<file path="config.mk">
export PLATFORM = sky130hd
export DESIGN_NAME = bitskip_unit
export DESIGN_NICKNAME = d
export VERILOG_FILES = /design/src/rtl/bitskip_unit.sv
export SDC_FILE = /design/constraint.sdc
export NUM_CORES = 1
export LEC_CHECK = 0
export BUFFER_PORTS_ARGS = -buffer_cell sky130_fd_sc_hd__buf_2
export CORE_MARGIN = 5
export CORE_UTILIZATION = 41
export DETAILED_ROUTE_END_ITERATION = 8
export HOLD_SLACK_MARGIN = 0.12
export PLACE_DENSITY_LB_ADDON = 0.05
export SLEW_MARGIN = 20
export SYNTH_ARGS = -nofsm -noshare
export SYNTH_HDL_FRONTEND = slang
export SYNTH_SLANG_ARGS = --single-unit
</file>
<file path="constraint.sdc">
create_clock -name clk -period 1.3 [get_ports clk]
set_input_delay 0.26 -clock clk [delete_from_list [all_inputs] [get_ports clk]]
set_output_delay 0.26 -clock clk [all_outputs]
set_load 0.02 [all_outputs]
</file>
<file path="src/rtl/bitskip_unit.sv">
module bitskip_unit #(
  parameter int IW     = 16,
  parameter int DW     = 8,
  parameter int FW     = 8,
  parameter int BW     = 4,
  parameter int LOWWIN = 'h60
) (
  input  logic                 clk,
  input  logic                 rst_n,
  input  logic [IW-1:0]        instr_word,
  input  logic                 next_two_word,
  input  logic                 ext_en,
  input  logic [BW-1:0]        bsr,
  input  logic [DW-1:0]        rf_rdata,
  output logic [1:0]           q_phase,
  output logic                 rf_rd_en,
  output logic [BW+FW-1:0]     rf_addr,
  output logic                 idx_mode,
  output logic                 nop_cycle,
  output logic                 pc_step_valid,
  output logic [1:0]           pc_step
);
  localparam int BIW = $clog2(DW);

  logic [IW-1:0]  ir;
  logic           two_q, bit_q, skip_q;
  logic [1:0]     nop_left;

  wire [3:0]     opc    = ir[IW-1 -: 4];
  wire [BIW-1:0] bsel   = ir[FW+1 +: BIW];
  wire           abank  = ir[FW];
  wire [FW-1:0]  faddr  = ir[FW-1:0];
  wire           live   = (nop_left == 2'd0);
  wire           is_tst = (opc[3:1] == 3'b101);
  wire           low_f  = (faddr < FW'(LOWWIN));

  assign nop_cycle     = !live;
  assign rf_rd_en      = live && is_tst && (q_phase == 2'd1);
  assign idx_mode      = live && is_tst && !abank && ext_en && low_f && (q_phase != 2'd0);
  assign rf_addr       = abank ? {bsr, faddr} : {{BW{!low_f}}, faddr};
  assign pc_step_valid = live && (q_phase == 2'd3);
  assign pc_step       = skip_q ? (two_q ? 2'd3 : 2'd2) : 2'd1;

  always_ff @(posedge clk) begin
    if (!rst_n) begin
      q_phase  <= 2'd0;
      ir       <= '0;
      two_q    <= 1'b0;
      bit_q    <= 1'b0;
      skip_q   <= 1'b0;
      nop_left <= 2'd0;
    end else begin
      q_phase <= q_phase + 2'd1;
      case (q_phase)
        2'd0: if (live) begin
          ir    <= instr_word;
          two_q <= next_two_word;
        end
        2'd1: bit_q  <= rf_rdata[bsel];
        2'd2: skip_q <= live && is_tst && (bit_q == !opc[0]);
        default: begin
          if (!live)       nop_left <= nop_left - 2'd1;
          else if (skip_q) nop_left <= two_q ? 2'd2 : 2'd1;
          skip_q <= 1'b0;
        end
      endcase
    end
  end
endmodule

</file>
==> impl_results.md, run 1 <==
- Post-placement worst setup slack: -62.8 ps
- Reg area: 477 sq um
- RSZ-0062 raised after global routing: true
- Worst-Margin Slew: 351 ps
- Worst Clk Skew: 3.88 ps
- Core area: 2730 sq um
- Synth Net Count: 172
- Most frequent cells after synthesis: nand2_1, dfxtp_1, a21boi_0
- Worst Path Required: 1040 ps
- Final max-slew violation count: 0
- Clock sink count: 23
- Sequential share of the synthesized area: 0.398
- Cell Pwr Density: 993 nW/um^2
- Async SR Flop Fraction: 0
- Initial antenna violation count: 0
- Syn-to-layout area delta: 38.9%
- Grt ovf: 0
- Detailed-route DRC error count: 0
- Top cell type's share of synthesized area: 0.398
- Aggregate global-route resource usage: 0.145
- Most common cell on crit path: and4b_1
- Tmin final: 1630 ps
- Tot Pwr: 1.59 mW
- CP cell instances: nor2_4, and4b_1, and4b_1, buf_6
- Cell Area, Placed: 1430 sq um
- Setup TNS: -1800 ps
- DRT iter0 DRCs: 16
- Max-Slew Margin vs Limit: 0.766
- Routed WL per cell: 13.2 um
- Slowest CP cell: dfxtp_2
- GPL Wtd Cong: 0.731
- CTS Hold Bufs: 0
- Worst min path class: in2reg
- EDFF count, synth: 0
- Critical path launch point type: flip-flop
- Layout cell share with drive strength beyond 1: 0.479
- CTS tree: yes
- Clk Tree Root Cell: clkbuf_4
- Ys flop type: dfxtp_1
- Final instance area: 1610 sq um
- Top cell type by total area after synthesis: dfxtp_1
- P_leak: 0.774 nW
- Ports: 52
- Status: finished with violations
- CTS Buffer Depth: 2
- CTS buffer count: 3
- Unique masters post-synth: 26
- Syn Inst Count: 136
- Mean post-synth cell area: 8.50 sq um
- Port Buffer Count: 51
- Layout Nets: 225
- Largest fanout on the critical path: 3
- Full die area: 3980 sq um
- Final period utilization: 1.25
- Hold Violations, Final: 0
- Vias: 1054
- Failing checks: negative setup slack
- Netlist Area Pre-Place: 1160 sq um
- Die Y-Extent: 63.1 um
- Initial Utilization: 0.423
- Clk_lat worst skew: 310 ps
- First-pass GRT wire length: 4770 um
- R2R cell count: 7
- Crit Path Class: reg2out
- Fill cell count: 274
- Max-Cap Viols: 0
- Maximum VDD drop: 770 uV
- Clock Pin Slew Worst Setup and Hold Paths: 130 ps
- YS warnings: 0
- Rows: 19
- Yosys reg bits: 23
- WHS Path Cells: 3
- Endpoints failing setup: 8
- Cell with the most instances after synthesis: nand2_1
- Post-DP HPWL: 2040 um
- Final WS setup: -327 ps
- WP data arrival: 1370 ps
- CP peak stage delay: 360 ps
- TritonRoute pass-1 iters: 3
- Routed wire length: 2900 um
- Synth top area cells: dfxtp_1, a21boi_0, nand2_1
- R2R Setup Slk: 40 ps
- Largest net degree at the start of global routing: 24
- Antenna Nets Post-Route: 0
- Fmax: 0.615 GHz
- Die Wd: 63.1 um
- Vias in the first global route: 1141
- Antenna diodes: 0
- H-tree Lvls: 1
- Area of the multi-input gates: 626 sq um
- Crit end category: output port
- Via/cell ratio: 4.81
## logic make-up (layout without fill, tap and decap cells)
| logic type | Yosys count | in the layout | share of synthesized area |
|---|---|---|---|
| adders and majority gates | 4 | 4 | 0.0433 |
| and+or+nand+nor | 51 | 51 | 0.203 |
| muxes | 5 | 5 | 0.0541 |
| DFF | 23 | 23 | 0.398 |
| AOI/OAI and AO/OA | 29 | 29 | 0.172 |
| buffers and inverters | 23 | 75 | 0.121 |
| xor gates and xnor gates | 1 | 1 | 0.00758 |
## worst paths after layout
check / start / end
setup / recovery: nop_left[1] / idx_mode
hold / removal: instr_word[6] / ir[6]
setup reg to reg: nop_left[1] / two_q
hold reg to reg: ir[2] / ir[2]
## layer usage
metal	vias to the layer above	wire [um]	track usage
met5	-	0	0
met4	0	17	0.0557
met3	2	180	0.0302
met2	27	1500	0.271
met1	490	1190	0.157
li1	535	-	-
## cell type report
class / count / share of cell area
clock buffer: 3 / 0.0140
multi-input combinational: 90 / 0.390
timing repair buffer: 63 / 0.253
sequential: 23 / 0.297
clock inverter: 1 / 0.00312
inverter: 8 / 0.0187
tap: 31 / 0.0242
## flip-flops by register name, summed over array words and instances (netlist names)
name,cells
nop_left,2
ir,16
q_phase,2
two_q,1
bit_q,1
skip_q,1
## repair_timing
item,CTS,global route
cloned,0,1
setup buffers,2,1
pin swaps,3,1
gates resized for setup,19,29
endpoints found under the setup margin,13,28
## cell usage in the layout (no fill, tap or decap), types with 2 or more instances in the layout
master / n
buf_2: 46
nand2_1: 35
a21boi_1: 15
dfxtp_1: 14
buf_4: 10
inv_1: 8
dfxtp_2: 7
a21oi_1: 5
buf_6: 5
mux2i_1: 4
and2_4: 3
a21boi_2: 3
nor2b_1: 3
clkbuf_4: 3
and4b_1: 2
a21oi_2: 2
nand2b_1: 2
o21ai_0: 2
ha_4: 2
ha_1: 2
dfxtp_4: 2
## metrics by stage
stage	hold slack, ps	utilization	cells
after global placement	449	0.522	211
after CTS	162	0.555	217
final	160	0.587	219
after detailed placement	457	0.522	211
after global routing	160	0.587	219
after floorplan	405	-	136
## critical path, delay by kind of cell (launching register included)
kind,cells,cell delay [ps]
buffers and inverters,1,120
AND/OR/NAND/NOR,3,590
flip-flops,1,360
## power by group
part	internal, mW	switching [mW]	total [mW]
clock network	0.115	0.214	0.329
logic	0.223	0.239	0.463
registers	0.761	0.0421	0.803
Power figures use the tool's default switching activity.
==> run 2, diff against run 1 <==
Settings changed: GPL_TIMING_DRIVEN set to 0.
==> run 2 against run 1 <==
Compared with the run above: register-to-register slack gained 20 ps; via count grew 2.3%; worst setup slack lost 9.4 ps; core utilization grew 0.23 points; first-iteration DRC count grew 13%; highest routed layer unchanged; the run still ends with negative setup slack left; final area grew 0.39%; critical path type unchanged; power shrank 0.68%; clock skew shrank 2.5 ps; sequential power shrank 0.5%.
==> impl_results.md, run 2 (synthesized netlist as in run 1, its figures left out) <==
- CP cell instances: nor2_4, and4b_1, and4b_1, buf_6
- Clock power frac: 0.206 (about the same)
- Die Wd: 63.1 um (unchanged)
- Clock Pin Slew Worst Setup and Hold Paths: 120 ps (about the same)
- Vias: 1078 (+2.3%)
- Slowest CP cell: dfxtp_2
- Post-placement worst setup slack: -155 ps (-91.8 ps)
- GPL Wtd Cong: 0.692 (-5.3%)
- Clk Tree Root Cell: clkbuf_4
- Rows: 19 (unchanged)
- Worst-Margin Slew: 424 ps (+73.7 ps)
- Most frequent cells in the layout: buf_2, nand2_1, a21boi_0, buf_4, dfxtp_1
- Antenna Nets Post-Route: 0 (unchanged)
- Maximum VDD drop: 576 uV (-25%)
- Max-Cap Viols: 0 (unchanged)
- Worst Clk Skew: 1.41 ps (-2.46 ps)
- M1 wire length: 1170 um (-2.3%)
- Final WS setup: -336 ps (-9.42 ps)
- Vias in the first global route: 1058 (-7.3%)
- Clk_lat worst skew: 300 ps (about the same)
- WP data arrival: 1380 ps (about the same)
- Routed wire length: 2760 um (-4.8%)
- Post-DP HPWL: 2040 um (about the same)
- Worst min path class: in2reg
- CTS Buffer Depth: 2 (unchanged)
- RSZ-0062 raised after global routing: true
- CTS tree: yes
- Initial Utilization: 0.423 (unchanged)
- Endpoints failing setup: 8 (unchanged)
- Crit end category: output port
- Worst R2R Start: ir[9]
- Core area: 2730 sq um (unchanged)
- Layout Nets: 232 (+3.1%)
- Worst Path Buf+Inv: 1 (unchanged)
- Worst Setup EP: idx_mode
- Final period utilization: 1.26 (+0.00724)
- Via/cell ratio: 4.77 (-0.89%)
- Largest register FFs: 16 (unchanged)
- Antenna diodes: 0 (unchanged)
- Die Y-Extent: 63.1 um (unchanged)
- Largest registers: ir (16), nop_left (2), q_phase (2)
- Worst Path Required: 1040 ps (about the same)
- Largest fanout on the critical path: 3 (unchanged)
- Comb power frac: 0.289 (about the same)
- Initial antenna violation count: 0 (unchanged)
- Most common cell on crit path: and4b_1
- Layout cell share with drive strength beyond 1: 0.472 (-0.00693)
- Fmax: 0.611 GHz (-0.58%)
- Most common cell after layout, fill and taps aside: buf_2
- CP peak stage delay: 360 ps (about the same)
- Max-Slew Margin vs Limit: 0.717 (-0.0492)
- TritonRoute pass-1 iters: 2 (-1)
- H-tree Lvls: 1 (unchanged)
- CP Launch Point: nop_left[0]
- R2R Setup Slk: 60 ps (+20 ps)
- Grt ovf: 0 (unchanged)
- Status: finished with violations
- CTS Hold Bufs: 0 (unchanged)
- Critical path's top delay family: simple AND/OR/NAND/NOR gates
- Critical path launch point type: flip-flop
- Detailed-route DRC error count: 0 (unchanged)
- Failing checks: negative setup slack
- Switch Pwr: 0.480 mW (-3.1%)
- Full die area: 3980 sq um (unchanged)
- Cell Pwr Density: 983 nW/um^2 (-1.1%)
- Largest net degree at the start of global routing: 18 (-25%)
- P_leak: 0.780 nW (+0.76%)
- Hold Violations, Final: 0 (unchanged)
- Sw Ratio: 0.303 (-0.00742)
- Tmin final: 1640 ps (+9.42 ps)
- Flop pwr share: 0.505 (+0.002)
- First-pass GRT wire length: 4420 um (-7.5%)
- Total stage count of the critical path: 4 (unchanged)
- Top reg by flops: ir
- Reg area: 482 sq um (+1.0%)
- Minimum hold slack: 170 ps (+10.0 ps)
- CTS buffer count: 3 (unchanged)
- Final max-slew violation count: 0 (unchanged)
- WL met2: 1370 um (-8.6%)
- Fill cell count: 260 (-5.1%)
- DRT iter0 DRCs: 18 (+2)
- Routed WL per cell: 12.2 um (-7.7%)
- Clock sink count: 23 (unchanged)
- Reg2reg end: bit_q
- Area of the multi-input gates: 602 sq um (-3.8%)
- Crit Path Class: reg2out
- Aggregate global-route resource usage: 0.136 (-0.00957)
- Cell Int Power: 1.10 mW (+0.39%)
- Highest Signal Layer: met4
- Syn-to-layout area delta: 39.4%
- Port Buffer Count: 51 (unchanged)
- Ports: 52 (unchanged)
- Met3 routed WL: 198 um (+10%)
- R2R cell count: 4 (-3)
[run 2: changes by cell type in the layout (fill, tap and decap cells not counted), moves of 2 or more]
cell	delta
inv_2	+2
a21boi_0	+16
dfxtp_2	-2
buf_4	+4
clkbuf_1	+3
dfxtp_4	+2
a21boi_2	-3
buf_6	+3
a21boi_1	-13
inv_1	-2
[run 2: per-layer routing]
metal / vias up / global-route usage
met5: - / 0
met1: 496 / 0.151
met4: 0 / 0.0477
met3: 2 / 0.0409
met2: 29 / 0.241
li1: 551 / -
[run 2: final cells by class]
cell class | instances | area share
Timing Repair Buffer | 57 | 0.206
Multi-Input combinational cell | 90 | 0.373
Sequential cell | 23 | 0.299
Clock buffer | 4 | 0.0163
Tap cell | 31 | 0.0241
Inverter | 8 | 0.0186
Buffer | 13 | 0.0629
[run 2: tightest hold or removal path, cell delays in order]
cell and delay (ps):
buf_2 90, nand2_1 40, a21boi_1 50
[run 2: what timing repair did]
action	in CTS	in global routing
resized for setup	18	18
setup endpoints to repair	18	27
cloned	0	2
setup buffers	4	1
pin swaps	4	4
[run 2: how the worst min path moves through the flow]
| stage | startpoint | cells after the start | to |
|---|---|---|---|
| 2_1_floorplan | instr_word[12] | 2 | ir[12] |
| 3_3_place_gp | q_phase[0] | 1 | q_phase[0] |
| 3_5_place_dp | q_phase[0] | 1 | q_phase[0] |
| 4_1_cts | instr_word[0] | 3 | ir[0] |
| 5_1_grt | next_two_word | 3 | two_q |
| 6_report | instr_word[5] | 3 | ir[5] |
[run 2: per-stage QoR]
stage / area (sq um) / utilization / setup TNS (ps) / total power, mW / cells
after detailed placement: 1470 / 0.536 / -824 / 1.21 / 218
after CTS: 1560 / 0.572 / -2040 / 1.57 / 224
after floorplan: 1170 / - / 0 / 1.08 / 136
after global routing: 1610 / 0.589 / -2450 / 1.69 / 226
final: 1610 / 0.589 / -1830 / 1.58 / 226
after global placement: 1470 / 0.536 / -422 / 1.21 / 218
[run 2: power groups by stage]
stage / clock [mW] / sequential [mW] / combinational [mW]
after detailed placement: 0 / 0.811 / 0.404
final: 0.327 / 0.799 / 0.458
after global routing: 0.382 / 0.807 / 0.501
after global placement: 0 / 0.809 / 0.397
after CTS: 0.342 / 0.796 / 0.428
after floorplan: 0 / 0.810 / 0.266
==> run 3, diff against run 2 <==
Settings changed: SKIP_CTS_REPAIR_TIMING set to 1.
==> run 3 against run 2 <==
Compared with the run above: the run still ends with negative setup slack left; maximum frequency fell by 0.67%; power rose by 0.44%; final cell count rose by 0.44%; final area did not move; critical path depth did not move; hold slack got worse by 0.89 ps; clock-buffer cell count did not move; largest cell class unchanged.
==> impl_results.md, run 3 (synthesized netlist as in run 1, its figures left out) <==
- Layout cell share with drive strength beyond 1: 0.459 (-0.0126)
- Met2 Usage GRT: 0.227 (-0.0141)
- Post-Place Cells: 218 (unchanged)
- Largest fanout on the critical path: 3 (unchanged)
- Crit end category: output port
- Endpoints failing setup: 7 (-1)
- Cell Pwr Density: 987 nW/um^2 (+0.44%)
- Final instance area: 1610 sq um (unchanged)
- Port Buffer Count: 51 (unchanged)
- Core area: 2730 sq um (unchanged)
- CTS buffer count: 3 (unchanged)
- Tot Pwr: 1.59 mW (+0.44%)
- Most common cell after layout, fill and taps aside: buf_2
- Syn-to-layout area delta: 39.4% (unchanged)
- GR met3 Demand/Resource: 0.0409 (unchanged)
- Routed WL per cell: 11.6 um (-5.1%)
- Minimum hold slack: 170 ps (-0.894 ps)
- Cell Area, Placed: 1470 sq um (unchanged)
- Fmax: 0.607 GHz (-0.67%)
- Critical path launch point type: flip-flop
- Top reg by flops: ir
- CTS Buffer Depth: 2 (unchanged)
- Largest register FFs: 16 (unchanged)
- RSZ-0062 raised after global routing: true
- Ports: 52 (unchanged)
- Worst Path Required: 1040 ps (about the same)
- Antenna diodes: 0 (unchanged)
- Worst-Margin Slew: 456 ps (+31.8 ps)
- Failing checks: negative setup slack
- Die Wd: 63.1 um (unchanged)
- Post-DP HPWL: 2040 um (unchanged)
- Met1 GRT Util: 0.146 (-0.00424)
- Antenna Nets Post-Route: 0 (unchanged)
- Worst min path class: in2reg
- Detailed-route DRC error count: 0 (unchanged)
- Grt ovf: 0 (unchanged)
- Final core occ: 0.589 (unchanged)
- Max-Cap Viols: 0 (unchanged)
- H-tree Lvls: 1 (unchanged)
- Clock Pin Slew Worst Setup and Hold Paths: 120 ps (about the same)
- Status: finished with violations
- Initial Utilization: 0.423 (unchanged)
- Full die area: 3980 sq um (unchanged)
- Vias in the first global route: 1039 (-1.8%)
- Final period utilization: 1.27 (+0.00855)
- First-pass GRT wire length: 4220 um (-4.4%)
- WP data arrival: 1390 ps (about the same)
- Fin cells: 227 (+0.44%)
- TritonRoute pass-1 iters: 4 (+2)
- Fill cell count: 269 (+3.5%)
- CTS tree: yes
- Clk_lat worst skew: 300 ps (about the same)
- Setup TNS: -1770 ps (+64.0 ps)
- DRT iter0 DRCs: 17 (-1)
- Via/cell ratio: 4.67 (-2.1%)
- Crit Path Class: reg2out
- Hold Violations, Final: 0 (unchanged)
- GPL Wtd Cong: 0.692 (unchanged)
- Most Crowded Layer GR: met2
- Routed wire length: 2630 um (-4.7%)
- P_leak: 0.787 nW (+0.88%)
- Worst Clk Skew: 4.15 ps (+2.74 ps)
- Aggregate global-route resource usage: 0.130 (-0.00551)
- Post-placement worst setup slack: -155 ps (unchanged)
- Rows: 19 (unchanged)
- Vias: 1060 (-1.7%)
- Max-Slew Margin vs Limit: 0.696 (-0.0212)
- Tmin final: 1650 ps (+11.1 ps)
- Largest registers: ir (16), nop_left (2), q_phase (2)
- Clock sink count: 23 (unchanged)
- Maximum VDD drop: 584 uV (+1.3%)
- Clk Tree Root Cell: clkbuf_4
- Final WS setup: -347 ps (-11.1 ps)
- Final max-slew violation count: 0 (unchanged)
- Initial antenna violation count: 0 (unchanged)
- Die Y-Extent: 63.1 um (unchanged)
- Largest net degree at the start of global routing: 13 (-5)
- Layout Nets: 233 (+0.43%)
- Most frequent cells in the layout: buf_2, nand2_1, buf_4, dfxtp_1, a21boi_1
## run 3: changes by cell type in the layout (fill, tap and decap cells not counted), moves of 2 or more
cell      before  now
and2_1         2    4
buf_6          8    4
a21boi_0      16    5
a21boi_1       2   13
and2_4         2    0
buf_4         14   19
## run 3: metal layers
| layer | vias up | wire length, um |
|---|---|---|
| met5 | - | 0 |
| met4 | 0 | 17 |
| met3 | 2 | 191 |
| met2 | 27 | 1290 |
| met1 | 476 | 1130 |
| li1 | 555 | - |
## run 3: path summary, 6_finish.rpt
kind	depth (start not counted)	startpoint	slack [ps]	endpoint
worst max register to register	7	nop_left[1]	20	ir[3]
worst min-delay path	3	instr_word[8]	170	ir[8]
worst max-delay path	4	nop_left[1]	-350	idx_mode
worst min register to register	1	q_phase[0]	460	q_phase[0]
## run 3: layout make-up
cell class | count | area [sq um] | share of cell area
multi-input combinational | 90 | 601 | 0.373
inverter | 8 | 30.0 | 0.0186
clock buffer | 4 | 26.3 | 0.0163
timing repair buffer | 56 | 315 | 0.196
sequential | 23 | 480 | 0.298
tap | 31 | 38.8 | 0.0241
buffer | 15 | 120 | 0.0745
## run 3: worst max-delay path: stages, from the launching register on
cell	delay, ps
dfxtp_4	370
nor2_4	130
and4b_1	240
and4b_1	200
buf_4	140
## run 3: report_power, final
group / switching, mW / total [mW] / internal (mW)
Combinational: 0.230 / 0.463 / 0.234
Sequential: 0.0425 / 0.800 / 0.757
Clock: 0.208 / 0.327 / 0.120
